==> src/rtl/tri_pfd_pkg.sv <==
package tri_pfd_pkg;

  // Signed occupancy of the three-state counter.
  typedef enum logic [1:0] {
    OCC_ZERO = 2'b00,
    OCC_UP   = 2'b01,
    OCC_DOWN = 2'b11
  } occ_t;

  // Strobes from the control to the datapath.
  typedef struct packed {
    logic stepUp;
    logic stepDown;
  } strobe_t;

endpackage

==> src/rtl/tri_pfd_edge.sv <==
module tri_pfd_edge #(
  parameter int SYNC_STAGES = 2
) (
  input  logic clk,
  input  logic rst,
  input  logic asyncIn,
  output logic risePulse
);
  localparam int LAST = SYNC_STAGES - 1;

  logic [LAST:0] chain;
  logic          prevLevel;

  generate
    if (SYNC_STAGES == 1) begin : g_single
      always_ff @(posedge clk) begin
        if (rst) chain <= '0;
        else     chain <= asyncIn;
      end
    end else begin : g_multi
      always_ff @(posedge clk) begin
        if (rst) chain <= '0;
        else     chain <= {chain[LAST-1:0], asyncIn};
      end
    end
  endgenerate

  always_ff @(posedge clk) begin
    if (rst) prevLevel <= 1'b0;
    else     prevLevel <= chain[LAST];
  end

  assign risePulse = chain[LAST] & ~prevLevel;
endmodule

==> src/rtl/tri_pfd_ctrl.sv <==
module tri_pfd_ctrl
  import tri_pfd_pkg::*;
(
  input  logic    refEdge,
  input  logic    fbEdge,
  input  occ_t    occ,
  output strobe_t strobe
);
  logic onlyRef;
  logic onlyFb;

  always_comb begin
    onlyRef         = refEdge & ~fbEdge;
    onlyFb          = fbEdge & ~refEdge;
    strobe.stepUp   = onlyRef & (occ != OCC_UP);
    strobe.stepDown = onlyFb  & (occ != OCC_DOWN);
  end
endmodule

==> src/rtl/tri_pfd_dp.sv <==
module tri_pfd_dp
  import tri_pfd_pkg::*;
(
  input  logic       clk,
  input  logic       rst,
  input  strobe_t    strobe,
  output occ_t       occ,
  output logic       upEn,
  output logic       dnEn,
  output logic       driveEn,
  output logic       phaseErr,
  output logic [1:0] occCount
);
  occ_t occNext;

  always_comb begin
    occNext = occ;
    if (strobe.stepUp) begin
      case (occ)
        OCC_DOWN: occNext = OCC_ZERO;
        OCC_ZERO: occNext = OCC_UP;
        default:  occNext = occ;
      endcase
    end else if (strobe.stepDown) begin
      case (occ)
        OCC_UP:   occNext = OCC_ZERO;
        OCC_ZERO: occNext = OCC_DOWN;
        default:  occNext = occ;
      endcase
    end
  end

  always_ff @(posedge clk) begin
    if (rst) occ <= OCC_ZERO;
    else     occ <= occNext;
  end

  always_comb begin
    upEn     = (occ == OCC_UP);
    dnEn     = (occ == OCC_DOWN);
    driveEn  = (occ != OCC_ZERO);
    phaseErr = occ[0];
    occCount = occ;
  end
endmodule

==> src/rtl/tri_pfd.sv <==
module tri_pfd
  import tri_pfd_pkg::*;
#(
  parameter int SYNC_STAGES = 2
) (
  input  logic       clk,
  input  logic       rst,
  input  logic       refIn,
  input  logic       fbIn,
  output logic       upEn,
  output logic       dnEn,
  output logic       driveEn,
  output logic       phaseErr,
  output logic [1:0] occCount
);
  logic    refEdge;
  logic    fbEdge;
  occ_t    occ;
  strobe_t strobe;

  tri_pfd_edge #(.SYNC_STAGES(SYNC_STAGES)) u_refEdge (
    .clk(clk), .rst(rst), .asyncIn(refIn), .risePulse(refEdge)
  );

  tri_pfd_edge #(.SYNC_STAGES(SYNC_STAGES)) u_fbEdge (
    .clk(clk), .rst(rst), .asyncIn(fbIn), .risePulse(fbEdge)
  );

  tri_pfd_ctrl u_ctrl (
    .refEdge(refEdge), .fbEdge(fbEdge), .occ(occ), .strobe(strobe)
  );

  tri_pfd_dp u_dp (
    .clk(clk), .rst(rst), .strobe(strobe), .occ(occ),
    .upEn(upEn), .dnEn(dnEn), .driveEn(driveEn),
    .phaseErr(phaseErr), .occCount(occCount)
  );
endmodule

==> config.mk <==
export PLATFORM = sky130hd
export DESIGN_NAME = tri_pfd
export DESIGN_NICKNAME = d
export VERILOG_FILES = /design/src/rtl/tri_pfd_pkg.sv /design/src/rtl/tri_pfd_edge.sv /design/src/rtl/tri_pfd_ctrl.sv /design/src/rtl/tri_pfd_dp.sv /design/src/rtl/tri_pfd.sv
export SDC_FILE = /design/constraint.sdc
export NUM_CORES = 1
export LEC_CHECK = 0
export BUFFER_PORTS_ARGS = -buffer_cell sky130_fd_sc_hd__buf_2
export CAP_MARGIN = 5
export CORE_AREA = 10 10 47 49
export CTS_CLUSTER_DIAMETER = 60
export DETAILED_ROUTE_END_ITERATION = 6
export DIE_AREA = 0 0 57 59
export GPL_ROUTABILITY_DRIVEN = 0
export GPL_TIMING_DRIVEN = 1
export MAX_ROUTING_LAYER = met4
export SYNTH_ARGS = -nofsm -noshare
export SYNTH_HDL_FRONTEND = slang
export SYNTH_SLANG_ARGS = --single-unit
==> constraint.sdc <==
create_clock -name clk -period 1.6 [get_ports clk]
set_clock_uncertainty 0.05 [all_clocks]
set_input_delay 0.32 -clock clk [delete_from_list [all_inputs] [get_ports clk]]
set_output_delay 0.32 -clock clk [all_outputs]
set_load 0.02 [all_outputs]
==> summary.md <==
| Metric | Value |
|---|---|
| Period utilization | `89.08%` |
| Synth top area share | `50.59%` |
| Post-CTS setup buffers | `0` |
| Peak VDD IR | `0.6619 mV` |
| Initial core utilization | `22.59%` |
| Post_cts resized | `0` |
| Yosys warns | `0` |
| Slew headroom | `84.59%` |
| Fmax | `0.7016 GHz` |
| Area grow syn2layout | `25.30%` |
| Initial antenna violation count | `0` |
| RSZ-0062 raised after global routing | `no` |
| Syn Std Cell Area | `316.6 µm²` |
| I/O Buffers | `9` |
| R2R Setup Slk | `0.52 ns` |
| CP Capture Type | `primary output` |
| CP max-delay cell | `dfxtp_1` |
| Final count of pins violating max slew | `0` |
| Top Usage Layer GRT | `met3` |
| Yosys top cell by area | `dfxtp_1` |
| Delay of the slowest critical-path stage | `0.35 ns` |
| Initial DRC Count | `5` |
| Worst r2r path cells | `3` |
| Clk slew on worst S/H paths | `0.05 ns` |
| Gr ovfl total | `0` |
| GRT Util Overall | `3.786%` |
| Maxcap violations | `0` |
| NetSw | `0.1028 mW` |
| Routed WL per cell | `9.643 µm` |
| CTS Hold Bufs | `0` |
| Most frequent cell after synthesis | `dfxtp_1` |
| Fin. Hold Viols | `0` |
| Final min period | `1.425 ns` |
| Min-delay worst type | `primary input to register` |
| Flops & latches, synth | `8` |
| Layout Nets | `46` |
| Ports | `10` |
| CP Launch Type | `register` |
| Vias/cell | `3.982` |
| GR Layer Usage met2 | `4.651%` |
| Top post-synthesis cells by area | `dfxtp_1 51%, nor2b_1 14%, a221oi_2 4.7%` |
| Worst r2r src | `u_dp.occ[0]` |
| Die height | `59 µm` |
| Comb pwr share | `14.0%` |
| Leakage dissipation | `0.1755 nW` |
| Int Pwr | `0.3199 mW` |
| Top_reg_cell synth | `dfxtp_1` |
| Crit path cell chain | `or2_2 > buf_2` |
| Vias in the first global route | `240` |
| Clock sinks | `8` |
| Site Rows | `14` |
| Commonest cells in the synthesized netlist | `8 x dfxtp_1, 7 x nor2b_1, 2 x inv_1` |
| First-pass GRT wire length | `952 µm` |
| # DRC | `0` |
| Flop pwr share | `51.5%` |
| CTS buffer count | `3` |
| Setup TNS Final | `0 ns` |
| Post-Synthesis Cells | `29` |
| Sequential share of the synthesized area | `50.59%` |
| Number of synthesized flops with an enable pin | `0` |
| Ys async rst share | `0%` |
| HPWL Detailed | `401.3 µm` |
| Largest net degree at the start of global routing | `10` |
| Required time worst endpoint | `1.23 ns` |
| 1st-pass router iterations | `2` |
| Total number of H-tree levels | `1` |
| Worst setup path endpoint | `driveEn` |
| Worst Tran Pin Value | `0.2275 ns` |
| Worst-path fanout max | `6` |
| Maximum root-to-sink buffer count | `2` |
| Overall power | `0.4227 mW` |
| Clock power frac | `34.5%` |
| Final setup violation count | `0` |
| Die ar. | `3363 µm²` |
| Die width | `57 µm` |
| Worst Setup SP | `u_dp.occ[1]` |
| Root Driver | `clkbuf_4` |
| Via Count | `223` |
| Worst R2R End | `u_dp.occ[1]` |
| Synth cell types | `15` |
| Synth Area per Inst | `10.92 µm²` |
| GR Layer Usage met3 | `4.936%` |
| CP Class | `register to primary output` |
| ANT cells | `0` |
| Critical Path AT | `1.06 ns` |
| WL final | `540 µm` |
| Post-DRT Antenna Nets | `0` |
| CTS tree | `done` |
| Switching Fraction | `24.31%` |
| Met1 GRT Util | `3.469%` |
| Area of the core | `1401 µm²` |
| Outcome | `completed` |
| Skew-Pair Late Insertion Delay | `0.25 ns` |
| P per Cell Area | `1066 nW/µm²` |
| Mapped Nets | `33` |
| Share of layout cells above drive strength 1 | `40.00%` |
-- through the flow --
| stage | std cells | setup WS (ns) | hold slack (ns) | util, % | area (µm²) |
|---|---|---|---|---|---|
| global route | 56 | 0.1134 | 0.2440 | 28.30 | 396.6 |
| detailed placement | 53 | 0.4393 | 0.3756 | 26.70 | 374.1 |
| floorplan | 29 | 0.2548 | 0.3416 | - | 316.6 |
| global placement | 53 | 0.4424 | 0.3669 | 26.70 | 374.1 |
| finish | 56 | 0.1746 | 0.2331 | 28.30 | 396.6 |
| CTS | 56 | 0.1627 | 0.2199 | 28.30 | 396.6 |
-- placed cells by master (no fill, tap or decap), drive strengths merged --
cell type  instances
buf                9
dfxtp              8
nor2b              8
clkbuf             3
inv                2
and2               1
or2                1
nand2b             1
o21ai              1
xor2               1
a31o               1
a221oi             1
nand2              1
o311ai             1
o31ai              1
-- worst max-delay path, delay by kind of cell (launching register included) --
| family | cells | cell delay (ns) |
|---|---|---|
| flip-flops | 1 | 0.35 |
| AND/OR/NAND/NOR | 1 | 0.30 |
| buffers and inverters | 1 | 0.16 |
-- flip-flops by register name (all words and copies together) (netlist names) --
signal and flops:
u_refEdge.chain 2, u_fbEdge.chain 2, u_fbEdge.prevLevel 1, u_dp.occ 2, u_refEdge.prevLevel 1
-- cell type report --
class | count | area, µm²
multi-input combinational | 18 | 141.4
inverter | 2 | 7.507
fill | 151 | 1005
timing repair buffer | 9 | 45.04
clock buffer | 3 | 22.52
sequential | 8 | 160.2
tap | 16 | 20.02
-- kinds of logic after synthesis --
family                    synth area share [%]
xor gates and xnor gates                 2.767
DFF                                      50.59
AOI/OAI and AO/OA                        14.23
and+or+nand+nor                          27.67
buffers and inverters                    4.745
-- metal layers --
| layer | up-vias | part of all wire [%] |
|---|---|---|
| met4 | 0 | 0 |
| met1 | 95 | 52 |
| met2 | 10 | 32 |
| met5 | - | 0 |
| met3 | 0 | 16 |
| li1 | 118 | - |
-- worst min path at each step --
stage,from,end,slack (ns),cells after the start
floorplan,rst,u_fbEdge.chain[0],0.34,1
detailed placement,u_refEdge.chain[0],u_refEdge.chain[1],0.38,1
CTS,refIn,u_refEdge.chain[0],0.22,2
finish,fbIn,u_fbEdge.chain[0],0.23,2
global route,fbIn,u_fbEdge.chain[0],0.24,2
global placement,u_refEdge.chain[0],u_refEdge.chain[1],0.37,1
-- power by group through the flow --
stage,Clock [mW],Sequential [mW],Combinational [mW]
floorplan,0,0.225,0.0383
global placement,0,0.221,0.0596
detailed placement,0,0.222,0.0603
global route,0.163,0.219,0.0662
finish,0.146,0.218,0.0592
CTS,0.157,0.218,0.0605
No activity file was read; power rests on OpenSTA's default activity.
